`src/rtl/irq_input_cond_pkg.sv`:
```
package irq_input_cond_pkg;
  localparam int SIG_INTR = 0;
  localparam int SIG_NMI  = 1;
  localparam int SIG_RST  = 2;
  localparam int SIG_TEST = 3;
  localparam int NUM_SIG  = 4;

  typedef enum logic [1:0] {
    SRC_NONE = 2'd0,
    SRC_MASK = 2'd1,
    SRC_NMI  = 2'd2
  } take_src_e;
endpackage

```
`src/rtl/icond_sync_bank.sv`:
```
module icond_sync_bank #(
  parameter int WIDTH  = 4,
  parameter int STAGES = 2
) (
  input  logic             clk_i,
  input  logic             rst_ni,
  input  logic [WIDTH-1:0] async_i,
  output logic [WIDTH-1:0] sync_o
);
  localparam int LAST = STAGES - 1;

  for (genvar b = 0; b < WIDTH; b++) begin : g_bit
    logic [STAGES-1:0] chain_q;
    always_ff @(posedge clk_i or negedge rst_ni) begin
      if (!rst_ni) chain_q <= '0;
      else if (STAGES == 1) chain_q <= async_i[b];
      else chain_q <= {chain_q[STAGES-2:0], async_i[b]};
    end
    assign sync_o[b] = chain_q[LAST];
  end
endmodule

```
`src/rtl/icond_reset_qual.sv`:
```
module icond_reset_qual #(
  parameter int RST_MIN = 4
) (
  input  logic clk_i,
  input  logic rst_ni,
  input  logic rst_sync_i,
  output logic core_reset_o
);
  localparam int CNT_W = $clog2(RST_MIN + 1);
  localparam logic [CNT_W-1:0] CNT_TOP  = CNT_W'(RST_MIN);
  localparam logic [CNT_W-1:0] CNT_LAST = CNT_W'(RST_MIN - 1);

  logic [CNT_W-1:0] run_q;
  logic             qual_q;

  always_ff @(posedge clk_i or negedge rst_ni) begin
    if (!rst_ni) begin
      run_q  <= '0;
      qual_q <= 1'b0;
    end else if (!rst_sync_i) begin
      run_q  <= '0;
      qual_q <= 1'b0;
    end else begin
      if (run_q != CNT_TOP) run_q <= run_q + 1'b1;
      if (run_q == CNT_LAST) qual_q <= 1'b1;
    end
  end

  assign core_reset_o = qual_q;
endmodule

```
`src/rtl/icond_nmi_latch.sv`:
```
module icond_nmi_latch (
  input  logic clk_i,
  input  logic rst_ni,
  input  logic nmi_sync_i,
  input  logic in_service_i,
  input  logic service_done_i,
  input  logic core_reset_i,
  output logic pend_o
);
  logic prev_q;
  logic pend_q;
  logic again_q;
  logic edge_w;

  assign edge_w = nmi_sync_i & ~prev_q;

  always_ff @(posedge clk_i or negedge rst_ni) begin
    if (!rst_ni) begin
      prev_q  <= 1'b0;
      pend_q  <= 1'b0;
      again_q <= 1'b0;
    end else begin
      prev_q <= nmi_sync_i;
      if (core_reset_i) begin
        pend_q  <= 1'b0;
        again_q <= 1'b0;
      end else if (service_done_i) begin
        pend_q  <= again_q | edge_w;
        again_q <= 1'b0;
      end else begin
        if (edge_w) pend_q <= 1'b1;
        if (edge_w && in_service_i) again_q <= 1'b1;
      end
    end
  end

  assign pend_o = pend_q;
endmodule

```
`src/rtl/icond_take_arb.sv`:
```
module icond_take_arb
  import irq_input_cond_pkg::*;
#(
  parameter int              TYPE_W   = 8,
  parameter logic [TYPE_W-1:0] NMI_TYPE = TYPE_W'(2),
  parameter logic [TYPE_W-1:0] EXT_TYPE = '1
) (
  input  logic              clk_i,
  input  logic              rst_ni,
  input  logic              instr_end_i,
  input  logic              ie_flag_i,
  input  logic              intr_sync_i,
  input  logic              nmi_pend_i,
  input  logic              ack_i,
  input  logic              core_reset_i,
  output logic              take_req_o,
  output logic [TYPE_W-1:0] take_type_o,
  output logic              nmi_in_service_o,
  output logic              nmi_done_o
);
  take_src_e   src_q;
  take_src_e   pick_w;
  logic        busy_w;

  assign busy_w = (src_q != SRC_NONE);

  always_comb begin
    pick_w = SRC_NONE;
    if (instr_end_i && !busy_w) begin
      if (nmi_pend_i) pick_w = SRC_NMI;
      else if (intr_sync_i && ie_flag_i) pick_w = SRC_MASK;
    end
  end

  always_ff @(posedge clk_i or negedge rst_ni) begin
    if (!rst_ni) begin
      src_q       <= SRC_NONE;
      take_type_o <= '0;
    end else if (core_reset_i) begin
      src_q       <= SRC_NONE;
      take_type_o <= '0;
    end else if (busy_w) begin
      if (ack_i) src_q <= SRC_NONE;
    end else if (pick_w != SRC_NONE) begin
      src_q       <= pick_w;
      take_type_o <= (pick_w == SRC_NMI) ? NMI_TYPE : EXT_TYPE;
    end
  end

  assign take_req_o       = busy_w;
  assign nmi_in_service_o = (src_q == SRC_NMI);
  assign nmi_done_o       = (src_q == SRC_NMI) && ack_i;
endmodule

```
`src/rtl/irq_input_cond.sv`:
```
module irq_input_cond
  import irq_input_cond_pkg::*;
#(
  parameter int SYNC_STAGES = 2,
  parameter int RST_MIN     = 4,
  parameter int TYPE_W      = 8,
  parameter logic [TYPE_W-1:0] NMI_TYPE = TYPE_W'(2),
  parameter logic [TYPE_W-1:0] EXT_TYPE = '1
) (
  input  logic              clk_i,
  input  logic              rst_ni,
  input  logic              intr_raw_i,
  input  logic              nmi_raw_i,
  input  logic              reset_raw_i,
  input  logic              test_raw_i,
  input  logic              instr_end_i,
  input  logic              ie_flag_i,
  input  logic              wait_active_i,
  input  logic              take_ack_i,
  output logic              take_req_o,
  output logic [TYPE_W-1:0] take_type_o,
  output logic              core_reset_o,
  output logic              stall_o
);
  logic [NUM_SIG-1:0] raw_w;
  logic [NUM_SIG-1:0] sync_w;
  logic nmi_pend_w;
  logic nmi_svc_w;
  logic nmi_done_w;

  always_comb begin
    raw_w           = '0;
    raw_w[SIG_INTR] = intr_raw_i;
    raw_w[SIG_NMI]  = nmi_raw_i;
    raw_w[SIG_RST]  = reset_raw_i;
    raw_w[SIG_TEST] = test_raw_i;
  end

  icond_sync_bank #(.WIDTH(NUM_SIG), .STAGES(SYNC_STAGES)) u_sync (
    .clk_i(clk_i), .rst_ni(rst_ni), .async_i(raw_w), .sync_o(sync_w)
  );

  icond_reset_qual #(.RST_MIN(RST_MIN)) u_rstq (
    .clk_i(clk_i), .rst_ni(rst_ni), .rst_sync_i(sync_w[SIG_RST]),
    .core_reset_o(core_reset_o)
  );

  icond_nmi_latch u_nmi (
    .clk_i(clk_i), .rst_ni(rst_ni), .nmi_sync_i(sync_w[SIG_NMI]),
    .in_service_i(nmi_svc_w), .service_done_i(nmi_done_w),
    .core_reset_i(core_reset_o), .pend_o(nmi_pend_w)
  );

  icond_take_arb #(.TYPE_W(TYPE_W), .NMI_TYPE(NMI_TYPE), .EXT_TYPE(EXT_TYPE)) u_arb (
    .clk_i(clk_i), .rst_ni(rst_ni), .instr_end_i(instr_end_i),
    .ie_flag_i(ie_flag_i), .intr_sync_i(sync_w[SIG_INTR]),
    .nmi_pend_i(nmi_pend_w), .ack_i(take_ack_i), .core_reset_i(core_reset_o),
    .take_req_o(take_req_o), .take_type_o(take_type_o),
    .nmi_in_service_o(nmi_svc_w), .nmi_done_o(nmi_done_w)
  );

  assign stall_o = wait_active_i & sync_w[SIG_TEST];
endmodule

```
`config.mk`:
```
export PLATFORM = sky130hd
export DESIGN_NAME = irq_input_cond
export DESIGN_NICKNAME = d
export VERILOG_FILES = /design/src/rtl/irq_input_cond_pkg.sv /design/src/rtl/icond_sync_bank.sv /design/src/rtl/icond_reset_qual.sv /design/src/rtl/icond_nmi_latch.sv /design/src/rtl/icond_take_arb.sv /design/src/rtl/irq_input_cond.sv
export SDC_FILE = /design/constraint.sdc
export NUM_CORES = 1
export LEC_CHECK = 0
export CELL_PAD_IN_SITES_DETAIL_PLACEMENT = 0
export CELL_PAD_IN_SITES_GLOBAL_PLACEMENT = 2
export CORE_UTILIZATION = 41
export DETAILED_ROUTE_END_ITERATION = 10
export DONT_BUFFER_PORTS = 1
export PLACE_DENSITY = 0.88
export SETUP_SLACK_MARGIN = 0.05
export SKIP_LAST_GASP = 1
export SLEW_MARGIN = 20
export SYNTH_ARGS = -nofsm -noshare
export SYNTH_HDL_FRONTEND = slang
export SYNTH_SLANG_ARGS = --single-unit
export TNS_END_PERCENT = 50
```
`constraint.sdc`:
```
create_clock -name clk_i -period 2.45 [get_ports clk_i]
set_input_delay 0.735 -clock clk_i [delete_from_list [all_inputs] [get_ports clk_i]]
set_output_delay 0.735 -clock clk_i [all_outputs]
set_load 0.005 [all_outputs]
```
==> results.txt, run 1 <==
The switching power of the nets is 0.2652 mW. The flow ran to the end, and the final reports show no timing, DRC or antenna violations. In this run the remaining antenna-violating nets after routing total 0.

The kind of cell with the highest combined delay along the critical path is flip-flops. The first-iteration detailed-routing DRC count came out at 2. The total iterations of the first detailed-routing run came out at 2. The post-route minimum period is ~1800 ps. The number of buffers on the longest clock path is 2.

The fraction of power consumed by the clock network is 19.4%. The instance area after placement came out at between 700 and 800 um^2. For this run, the slowest stage of the critical path takes 450 ps. The placed wire-length estimate is 689.3 um. In this run the count of I/O pins placed on the die edge is 21. The total negative slack is 0 ps. The placement row count came out at 15.

Summing over every cut layer, the via total after detailed routing is 407. Summing all non-filler instances in the final layout gives an area of roughly 800 um^2. The number of hold violations in the final report is 0. The clock transition at the register clock pins on the worst setup and hold paths after CTS came out at 100 ps. The number of global-route vias before repair is around 370.

On the final layout, the worst clock skew is 3.666 ps. The per-cell routed wire length is 11.80 um. The core outline area came out at approximately 1800 um^2. The antenna cell count came out at 0. The total clock sinks came out at 19.

The leakage power total came out at 0.3472 nW. Once routing completed, OpenROAD measured the worst setup slack at 648.2 ps. The terminus of the critical flop-to-flop path is u_arb.take_type_o[6]. The netlist area before placement is 790.8 um^2. The share of the core filled with cells in the final layout came out at between 40 and 50%.

The global-route wire length before repair is 1600 um. The synthesized design spends more area on one cell type than any other, namely sky130_fd_sc_hd__dfrtp_1. The setup path with the least slack is of type flip-flop to output pin.

CTS built an H-tree with a depth of 1. Per report_power, the sequential group accounts for around three fifths of the total. The share of Yosys cell area claimed by the top area cell type is 60.13%. Dividing the detail-routed via count by the number of cells gives 4.904. The number of warnings issued by yosys came out at 0. The transition at the pin with the smallest max-transition slack is ~340 ps. The final number of max-transition violations came out at 0.

Once layout is complete, the cells apart from fillers number 83. The worst flop-to-flop path startpoint is u_arb.src_q[0]. The number of cells on the worst reg-to-reg path came out at 3. The maximum number of pins on one net before global-route repair came out at 20.

In the finished design, the share of the clock period the worst path needs comes to 73.54%. The buffering stage count on the worst path with inverters included came out at 0. The detailed-route DRC error count came out at 0.

Counting every net in the synthesized netlist gives 74. The slowest stage of the critical path belongs to the cell sky130_fd_sc_hd__dfrtp_1. After clock tree synthesis, the repair step resized 0 gates. Sorting the synthesized cells by area gives the leading types as sky130_fd_sc_hd__dfrtp_1 60%, sky130_fd_sc_hd__buf_4 5.7%, sky130_fd_sc_hd__ha_1 4.7%, sky130_fd_sc_hd__nor3b_4 2.4%, sky130_fd_sc_hd__o32ai_2 2.1%. The number of buffers inserted by post-CTS setup repair is 0. The number of storage elements in the synthesis netlist is 19.

Clock tree synthesis inserted a total of 3 buffers. The die is 45.92 um tall. The worst slack at placement is 835.9 ps. The relative area change from synthesis to final layout is 1.582%. The sequential element share of the synthesized area is 60.13%. For this run the aggregate overflow at the end of global routing stands at 0. Buffers placed on the I/O ports in this run total 0. Setup repair after global routing left no endpoint under its margin. The CTS tree is done. The required time at the worst-slack endpoint came out at 1710 ps.

The count of placed standard cells including taps came out at 79. The final layout contains 72 nets. The die span in x is about 46 um.

The startpoint class of the critical path is a flip-flop. The internal portion of total power came out at 0.5419 mW. STA classifies the critical path endpoint as an output pin. The gate count of the mapped netlist is between 60 and 70. The number of hold buffers added after CTS was 0. The effective utilization at floorplan came out at 44.82%.

The total of endpoints with negative setup slack in the final report came out at 0. The register-to-register setup slack is 1240 ps. The critical path data arrival time is 1070 ps. The combined global-route utilization of all metal layers is a little under an eighth. The switching fraction of total power is 32.86%. The combinational power share is 21.3%. The tool flagged a number of max-cap violations equal to 0.

The insertion delay to the later sink of the worst-skew pair is 300 ps. The achievable frequency is 555.0 MHz. The share of layout cells above drive strength 1 came out at 18.97%.

The signal on the critical path passes through or2_2. The final layout contains routed wiring with a total length of 979 um. The routability congestion estimate from global placement is about 0.65. The worst-path maximum fanout came out at 5. The die covers 2108 um^2.

The synthesized netlist contains 26 unique library cells. The worst min-delay path class is input port to async pin. IR analysis of the VDD net gives a maximum drop of 0.6444 mV. The total power divided by cell area is 1005 nW/um^2. The initial antenna violation count came out at 0.

The synthesized area per cell is 12.96 um^2. The tree is rooted in a sky130_fd_sc_hd__clkbuf_4. Headroom to the max-slew limit came out at 77.15%.
registers in the layout, summed over array words and instances, names as in the netlist:
register,cells
u_arb.src_q,2
u_arb.take_type_o,2
u_nmi.again_q,1
u_nmi.pend_o,1
u_nmi.prev_q,1
u_rstq.core_reset_o,1
u_rstq.run_q,3
u_sync.g_bit.chain_q,8
synthesized netlist by cell type:
master	number
sky130_fd_sc_hd__a21boi_0	2
sky130_fd_sc_hd__a21o_1	1
sky130_fd_sc_hd__a21oi_1	3
sky130_fd_sc_hd__a221oi_2	1
sky130_fd_sc_hd__and2_1	2
sky130_fd_sc_hd__and3b_2	1
sky130_fd_sc_hd__and4bb_2	1
sky130_fd_sc_hd__buf_4	6
sky130_fd_sc_hd__clkbuf_1	1
sky130_fd_sc_hd__dfrtp_1	19
sky130_fd_sc_hd__ha_1	3
sky130_fd_sc_hd__inv_1	4
sky130_fd_sc_hd__mux2i_1	1
sky130_fd_sc_hd__nand2_1	2
sky130_fd_sc_hd__nand2b_1	1
sky130_fd_sc_hd__nand3_1	1
sky130_fd_sc_hd__nand3_2	1
sky130_fd_sc_hd__nor2_1	3
sky130_fd_sc_hd__nor2b_1	1
sky130_fd_sc_hd__nor3_1	1
sky130_fd_sc_hd__nor3b_4	1
sky130_fd_sc_hd__o21a_1	1
sky130_fd_sc_hd__o32ai_2	1
sky130_fd_sc_hd__or2_2	1
sky130_fd_sc_hd__or2b_1	1
sky130_fd_sc_hd__xnor2_1	1
metrics by stage:
stage / power, mW / hold WS, ps
global route: 0.8813 / 75.76
detailed placement: 0.6600 / 336.5
floorplan: 0.6852 / 331.2
finish: 0.8070 / 113.8
global placement: 0.6568 / 333.1
CTS: 0.8229 / 93.49
power groups by stage:
stage                     Clock, mW  Sequential (mW)  Combinational, mW
final                         0.157            0.478              0.172
after CTS                     0.169            0.478              0.175
after floorplan                   0            0.451              0.234
after detailed placement          0            0.486              0.174
after global routing          0.184            0.494              0.203
after global placement            0            0.485              0.171
cell families after synthesis:
group,Yosys count,share of synthesized area (%)
AO/OA/AOI/OAI,9,9.651
XOR/XNOR,1,1.108
adder cells (fa/ha/maj),3,4.747
buffers and inverters,11,8.068
flip-flops,19,60.13
multiplexers,1,1.266
AND/OR/NAND/NOR,17,15.03
routing by layer:
layer,wire length [um],up-vias,global-route usage [%]
li1,-,194,-
met4,36,0,8.824
met1,484,194,14.80
met3,104,5,8.333
met2,353,14,13.80
met5,0,-,0
worst max path at each step:
stage	start	to	slack [ps]	depth (start not counted)
after floorplan	wait_active_i	stall_o	840	1
after global placement	wait_active_i	stall_o	830	1
after detailed placement	wait_active_i	stall_o	840	1
after CTS	u_arb.src_q[0]	take_req_o	630	1
after global routing	u_arb.src_q[0]	take_req_o	590	1
final	u_arb.src_q[0]	take_req_o	650	1
cell usage in the layout, fill, tap and decap left out, types with 2 or more instances in the layout:
master and count:
sky130_fd_sc_hd__a21oi_1 3, sky130_fd_sc_hd__nand2_1 2, sky130_fd_sc_hd__dfrtp_1 19, sky130_fd_sc_hd__a21boi_0 2, sky130_fd_sc_hd__clkbuf_4 3, sky130_fd_sc_hd__inv_1 4
sky130_fd_sc_hd__ha_1 3, sky130_fd_sc_hd__nor2_1 3, sky130_fd_sc_hd__and2_1 2
area by class of cell:
class	count	area, um^2
clock inverter	1	7.507
multi-input combinational	31	251.5
inverter	4	15.01
tap	25	31.28
fill	172	960.9
clock buffer	3	22.52
sequential	19	475.5
Power figures use the tool's default switching activity.
==> inputs of run 2 (changes only) <==
CORE_UTILIZATION = 34   (was 41)
PLACE_DENSITY = 0.79   (was 0.88)
clock period = 1.6 ns   (was 2.45 ns; I/O delays follow)
==> run 2 against run 1 <==
  * First-iteration DRC count shrank 50%
  * Worst hold slack gained 89 ps
  * Critical path depth is the same
  * Non-clock buffer count grew 2
  * Critical path type unchanged
  * Clock skew grew 3.9 ps
==> results.txt, run 2 (same netlist as run 1, synthesis figures left out) <==
The number of hold violations in the final report is 0 (unchanged). The last element of the critical path is take_req_o (unchanged). The cell at the slowest stage of the critical path is sky130_fd_sc_hd__dfrtp_2 (was sky130_fd_sc_hd__dfrtp_1). The placement row count is 17 (was 15). The total power divided by cell area is 1515 nW/um^2 (was 1005 nW/um^2). The required time at the worst-slack endpoint came out at 1120 ps (was 1710 ps).

The total iterations of the first detailed-routing run is 3 (was 2). The die span in x is 50.23 um (was 45.92 um). The buffering stage count on the worst path with inverters included came out at 0 (unchanged). The maximum number of pins on one net before global-route repair is 20 (unchanged).

The startpoint of the most critical setup path is u_arb.src_q[1] (was u_arb.src_q[0]). The clock root buffer is sky130_fd_sc_hd__clkbuf_4 (unchanged). Status: finished clean (unchanged). The placed wire-length estimate came out at 774.2 um (was 689.3 um). Critical path, cell by cell: or2_4 (was or2_2). The combined global-route utilization of all metal layers came out at 9.625% (was 11.88%).

The total via count in the routed design came out at 401 (was 407). The classification of the worst setup path was flip-flop to output pin (unchanged). The switching power of the nets was 0.4100 mW (was 0.2652 mW). The effective utilization at floorplan is 35.75% (was 44.82%).

The worst flop-to-flop path startpoint is u_arb.src_q[0] (unchanged). The number of fill cells in the layout came to 214 (was 172). The ratio of routed vias to standard cells came out at 4.557 (was 4.904). The leakage power total is 0.3555 nW (was 0.3472 nW). The worst-path maximum fanout is 5 (unchanged). In the finished design, the share of the clock period the worst path needs comes to 91.11%.

The internal portion of total power came to 0.8446 mW (was 0.5419 mW). The transition at the pin with the smallest max-transition slack is 812.3 ps (was 342.7 ps). The antenna cell count is 0 (unchanged). The CTS tree was done (unchanged). The number of CTS-inserted buffers came out at 3 (unchanged). The instance count on the critical path is 1 (unchanged). The number of levels the H-tree was split into is 1 (unchanged). The flip-flop count of the largest register, all copies and words added is 8 (unchanged). The overall power came out at 1.255 mW (was 0.8070 mW).

The area of the die came out at 2523 um^2 (was 2108 um^2). The number of cells on the worst reg-to-reg path was 4 (was 3). The largest vdd supply drop is 0.8488 mV (was 0.6444 mV). The sequential cell area in the final layout was 476.7 um^2 (was 475.5 um^2). The clock tree skew after final layout came to 7.601 ps (was 3.666 ps).

The largest incremental delay on the critical path came to 450 ps (about the same). The worst min-delay path class is input port to flip-flop (was input port to async pin). The global-route wire length before repair was 1711 um (was 1600 um). The register-to-register setup slack is 330 ps (was 1240 ps).

The routed wire length is 1031 um (was 979 um). The insertion delay to the later sink of the worst-skew pair is 290 ps (was 300 ps). The startpoint class of the critical path is a flip-flop (unchanged). The die height came out at 50.23 um (was 45.92 um). The per-cell routed wire length came out at 11.72 um (was 11.80 um).

The initial antenna violation count is 0 (unchanged). The relative area change from synthesis to final layout came out at 4.747% (was 1.582%). Derived from the worst setup path, the maximum achievable clock frequency is a little under 700 MHz.

The share of the core filled with cells in the final layout is 37.44% (was 45.53%). The multi-input combinational cell area was 254.0 um^2 (was 251.5 um^2). The relative contribution of sequential cells to total power is 58.5% (was 59.2%). The post-route minimum period is around 1500 ps.

The number of nets with antenna violations after detailed routing is 0 (unchanged). The detailed-route DRC error count is 0 (unchanged). The fraction of power consumed by the clock network is 18.6% (was 19.4%).

The critical path's top delay family is flip-flops (unchanged). The first-iteration detailed-routing DRC count is 1 (was 2). Leading cell types in the layout, fill and taps excluded: 18 x sky130_fd_sc_hd__dfrtp_1, 4 x sky130_fd_sc_hd__inv_1 (was 19 x sky130_fd_sc_hd__dfrtp_1, 4 x sky130_fd_sc_hd__inv_1). The combinational power share came to 22.9% (was 21.3%).

The register with the most flip-flops is u_sync.g_bit.chain_q (unchanged). RSZ-0062 raised after global routing: false (unchanged). The normalized max-slew margin is 45.67% (was 77.15%). The worst hold path cell count came out at 0. The number of top-level pins is 21 (unchanged).

The global route total overflow was 0 (unchanged). The post-layout net count is 74 (was 72). The core outline area came to 2212 um^2 (was 1764 um^2). The switching fraction of total power is 32.68% (was 32.86%). The number of global-route vias before repair came to 385 (was 366).

The kind of end point of the critical path is an output pin (unchanged). The total of endpoints with negative setup slack in the final report is 0 (unchanged). The final number of max-transition violations came out at 0 (unchanged). The number of buffers inserted by port buffering came out at 0 (unchanged). The total negative slack is 0 ps (unchanged). The terminus of the critical flop-to-flop path is u_arb.take_type_o[6] (unchanged). The number of buffers on the longest clock path is 2 (unchanged). The most common library cell in the layout ignoring fill and taps is sky130_fd_sc_hd__dfrtp_1 (unchanged). The smallest hold slack is 203.0 ps (was 113.8 ps).

The routability congestion estimate from global placement is 0.7223 (was 0.6497). The number of max-cap violations is 0 (unchanged). The critical path data arrival time was 980 ps (was 1070 ps). The total clock sinks is 19 (unchanged). The share of layout cells above drive strength 1 is 21.67% (was 18.97%). The clock transition at the register clock pins on the worst setup and hold paths after CTS came out at 110 ps (was 100 ps). Largest registers in the final layout: u_sync.g_bit.chain_q x8, u_rstq.run_q x3 (unchanged).
[run 2: timing repair]
item | in CTS | in global routing
pin swaps | 0 | 0
hold endpoints to repair | 19 | 0
hold buffers | 1 | 0
setup endpoints to repair | 1 | 1
gates resized for setup | 0 | 2
setup buffers | 1 | 0
[run 2: per-stage QoR]
stage | instance area [um^2] | instances | worst slack, ps
floorplan | 790.8 | 61 | 414.2
global placement | 777.0 | 82 | 399.8
detailed placement | 777.0 | 82 | 380.3
CTS | 824.5 | 88 | 61.60
global route | 828.3 | 88 | 96.79
finish | 828.3 | 88 | 142.2
[run 2: cell type report]
| cell class | count | area share (%) |
|---|---|---|
| timing repair buffer | 2 | 2.115 |
| sequential | 19 | 57.55 |
| clock inverter | 1 | 0.9063 |
| multi-input combinational | 31 | 30.66 |
| clock buffer | 3 | 2.719 |
| inverter | 4 | 1.813 |
| tap | 28 | 4.230 |
[run 2: metal layers]
metal	global-route usage, %	share of wire (%)	up-vias
li1	-	-	196
met1	10.85	48	188
met2	14.44	43	15
met3	4.848	7.7	2
met4	5.714	2.0	0
met5	0	0	-
[run 2: power groups by stage]
stage | Clock [mW] | Sequential [mW] | Combinational [mW]
floorplan | 0 | 0.691 | 0.359
global placement | 0 | 0.741 | 0.261
detailed placement | 0 | 0.746 | 0.269
CTS | 0.251 | 0.734 | 0.288
global route | 0.271 | 0.763 | 0.329
finish | 0.234 | 0.733 | 0.287
[run 2: worst min path at each step]
stage / start / to
5_1_grt: test_raw_i / u_sync.g_bit[3].chain_q[0]
3_3_place_gp: rst_ni / u_sync.g_bit[1].chain_q[1]
2_1_floorplan: rst_ni / u_arb.src_q[0]
3_5_place_dp: rst_ni / u_nmi.prev_q
6_report: reset_raw_i / u_sync.g_bit[2].chain_q[0]
4_1_cts: reset_raw_i / u_sync.g_bit[2].chain_q[0]
==> inputs of run 3 (changes only) <==
CORE_UTILIZATION = 41   (was 34)
PLACE_DENSITY = 0.88   (was 0.79)
RECOVER_POWER = 25   (was not set)
clock period = 1.7 ns   (was 1.6 ns; I/O delays follow)
==> run 3 against run 2 <==
  * Combinational power down 11%
  * Via count up 2.7%
  * Clock power down 8%
  * Sequential power down 6.5%
  * Routed wire length up 5.4%
  * Global-route usage up 2.9 points
  * Final cell count down 4.5%
  * Core utilization up 7.9 points
  * First-iteration DRC count rose to 6.0 times the previous value
  * Register-to-register slack worse by 120 ps
  * Worst hold slack better by 34 ps
  * Final area down 3.5%
==> results.txt, run 3 (same netlist as run 1, synthesis figures left out) <==
Status: finished clean (unchanged). The total power divided by cell area is 1445 nW/um^2 (was 1515 nW/um^2). The switching power of the nets is 0.3818 mW (was 0.4100 mW). The worst setup slack after layout came to 164.8 ps (was 142.2 ps). Largest registers in the final layout: u_sync.g_bit.chain_q x8, u_rstq.run_q x3 (unchanged). The post-layout net count came out at 73 (was 74). Critical path, cell by cell: or2_2 (was or2_4). The antenna cell count is 0 (unchanged).

The total clock sinks was 19 (unchanged). Leading cell types in the layout, fill and taps excluded: 19 x sky130_fd_sc_hd__dfrtp_1, 4 x sky130_fd_sc_hd__inv_1 (was 18 x sky130_fd_sc_hd__dfrtp_1, 4 x sky130_fd_sc_hd__inv_1). The total negative slack came out at 0 ps (unchanged).

The post-route minimum period is 1535 ps. The share of layout cells above drive strength 1 came out at 16.95% (was 21.67%). The relative area change from synthesis to final layout is 1.108% (was 4.747%). The kind of end point of the critical path was an output pin (unchanged).

The number of fill cells in the layout is 174 (was 214). The worst min-delay path class is input port to flip-flop (unchanged). The sequential cell area in the final layout came out at 475.5 um^2 (was 476.7 um^2).

The area of the die is 2108 um^2 (was 2523 um^2). The global-route wire length before repair came out at 1704 um (was 1711 um). The number of hold violations in the final report is 0 (unchanged). The required time at the worst-slack endpoint is 1190 ps (was 1120 ps). The insertion delay to the later sink of the worst-skew pair is 290 ps (about the same). The multi-input combinational cell area came out at 240.2 um^2 (was 254.0 um^2). The final number of max-transition violations is 0 (unchanged). The flip-flop count of the largest register, all copies and words added came out at 8 (unchanged). The maximum number of pins on one net before global-route repair is 20 (unchanged). The relative contribution of sequential cells to total power came to 59.3% (was 58.5%). The cell at the slowest stage of the critical path was sky130_fd_sc_hd__dfrtp_1 (was sky130_fd_sc_hd__dfrtp_2). RSZ-0062 raised after global routing: false (unchanged). The worst slack at placement came out at 449.1 ps (was 380.3 ps). The total via count in the routed design came out at 412 (was 401).

The global route total overflow came out at 0 (unchanged). The ratio of routed vias to standard cells is 4.905 (was 4.557). The number of buffers on the longest clock path is 2 (unchanged). The number of CTS-inserted buffers came out at 3 (unchanged).

The number of top-level pins came out at 21 (unchanged). The combined global-route utilization of all metal layers was 12.53% (was 9.625%). The placement row count came to 15 (was 17).

The count of placed standard cells including taps is 79 (was 82). The switching fraction of total power came out at 33.05% (was 32.68%). The total iterations of the first detailed-routing run is 3 (unchanged). The buffering stage count on the worst path with inverters included is 0 (unchanged).

The total of endpoints with negative setup slack in the final report was 0 (unchanged). The critical path data arrival time is 1030 ps (was 980 ps). The CTS tree is done (unchanged). The largest incremental delay on the critical path came out at 420 ps (was 450 ps). The number of global-route vias before repair came out at 398 (was 385). The clock tree skew after final layout came out at 4.214 ps (was 7.601 ps). The die span in x was 45.92 um (was 50.23 um). The post-layout instance count excluding filler cells is 84 (was 88). The internal portion of total power is 0.7733 mW (was 0.8446 mW). The core outline area is 1764 um^2 (was 2212 um^2). The classification of the worst setup path was flip-flop to output pin (unchanged). The number of max-cap violations is 0 (unchanged).

The clock root buffer is sky130_fd_sc_hd__clkbuf_4 (unchanged). The register-to-register setup slack is 210 ps (was 330 ps). The transition at the pin with the smallest max-transition slack came out at 823.6 ps (was 812.3 ps). The leakage power total came out at 0.3515 nW (was 0.3555 nW). The achievable frequency came out at 651.4 MHz.

The register with the most flip-flops was u_sync.g_bit.chain_q (unchanged). The routed wire length is 1087 um (was 1031 um). The number of buffers inserted by port buffering came out at 0 (unchanged).

The most common library cell in the layout ignoring fill and taps is sky130_fd_sc_hd__dfrtp_1 (unchanged). The first-iteration detailed-routing DRC count is 6 (was 1). The worst-path maximum fanout is 5 (unchanged).

The clock transition at the register clock pins on the worst setup and hold paths after CTS is 100 ps (was 110 ps). The effective utilization at floorplan came out at 44.82% (was 35.75%). The number of buffers inserted by post-CTS setup repair came out at 0 (was 1). The number of levels the H-tree was split into came out at 1 (unchanged). The startpoint class of the critical path is a flip-flop (unchanged). The initial antenna violation count came out at 0 (unchanged). The routability congestion estimate from global placement came to 0.6759 (was 0.7223).

The normalized max-slew margin came out at 44.92% (was 45.67%). The per-cell routed wire length came out at 12.94 um (was 11.72 um). The die height came to 45.92 um (was 50.23 um). The critical path's top delay family was flip-flops (unchanged).

The largest vdd supply drop came to 0.7442 mV (was 0.8488 mV). The number of nets with antenna violations after detailed routing came to 0 (unchanged). The placed wire-length estimate came out at 790.3 um (was 774.2 um). The fraction of the cycle the final worst path needs is 90.30%. The detailed-route DRC error count is 0 (unchanged).

The fraction of power consumed by the clock network came out at 18.7% (was 18.6%). The overall power came out at 1.155 mW (was 1.255 mW). The combinational power share is 22.1% (was 22.9%).
run 3: cell count changes in the layout (fill, tap and decap cells not counted), sizes merged:
cell      before  now
buf            1    0
clkinv         0    1
clkinvlp       1    0
run 3: cell type report:
class	count	area share (%)
multi-input combinational	31	30.05
sequential	19	59.47
tap	25	3.912
timing repair buffer	1	1.252
inverter	4	1.878
clock buffer	3	2.817
clock inverter	1	0.6260
run 3: worst reg2reg max path, delay by kind of cell (launching register included):
kind	cells	cell delay, ps
flops	1	420
compound gates	1	220
simple gates	2	760
run 3: final timing paths:
kind / from / end / cells past startpoint
setup / recovery: u_arb.src_q[0] / take_req_o / 1
hold / removal: nmi_raw_i / u_sync.g_bit[1].chain_q[0] / 0
min in group asynchronous: rst_ni / u_nmi.prev_q / 1
setup reg to reg: u_arb.src_q[0] / u_arb.src_q[0] / 3
hold reg to reg: u_sync.g_bit[2].chain_q[0] / u_sync.g_bit[2].chain_q[1] / 0
max in group asynchronous: rst_ni / u_rstq.run_q[0] / 1
run 3: what timing repair did:
item	4_1_cts	5_1_grt
hold buffers	1	0
hold endpoints to repair	19	0
gates resized for setup	0	0
run 3: per-stage QoR:
stage | area (um^2) | hold slack, ps | util, %
3_5_place_dp | 773.2 | 215.0 | 43.83
5_1_grt | 799.5 | 204.3 | 45.32
4_1_cts | 810.8 | 220.0 | 45.96
6_report | 799.5 | 236.7 | 45.32
3_3_place_gp | 773.2 | 214.7 | 43.83
2_1_floorplan | 790.8 | 214.4 | -
run 3: power by group through the flow:
stage / logic (mW) / clock network (mW) / registers (mW)
CTS: 0.269 / 0.230 / 0.693
detailed placement: 0.258 / 0 / 0.702
floorplan: 0.338 / 0 / 0.650
global route: 0.294 / 0.248 / 0.711
finish: 0.255 / 0.216 / 0.685
global placement: 0.252 / 0 / 0.700
run 3: routing by layer:
metal	vias up	routed length, um	global-route usage, %
met3	2	105	7.143
met2	13	453	17.46
met4	0	14	5.294
li1	194	-	-
met5	-	0	0
met1	203	513	15.84
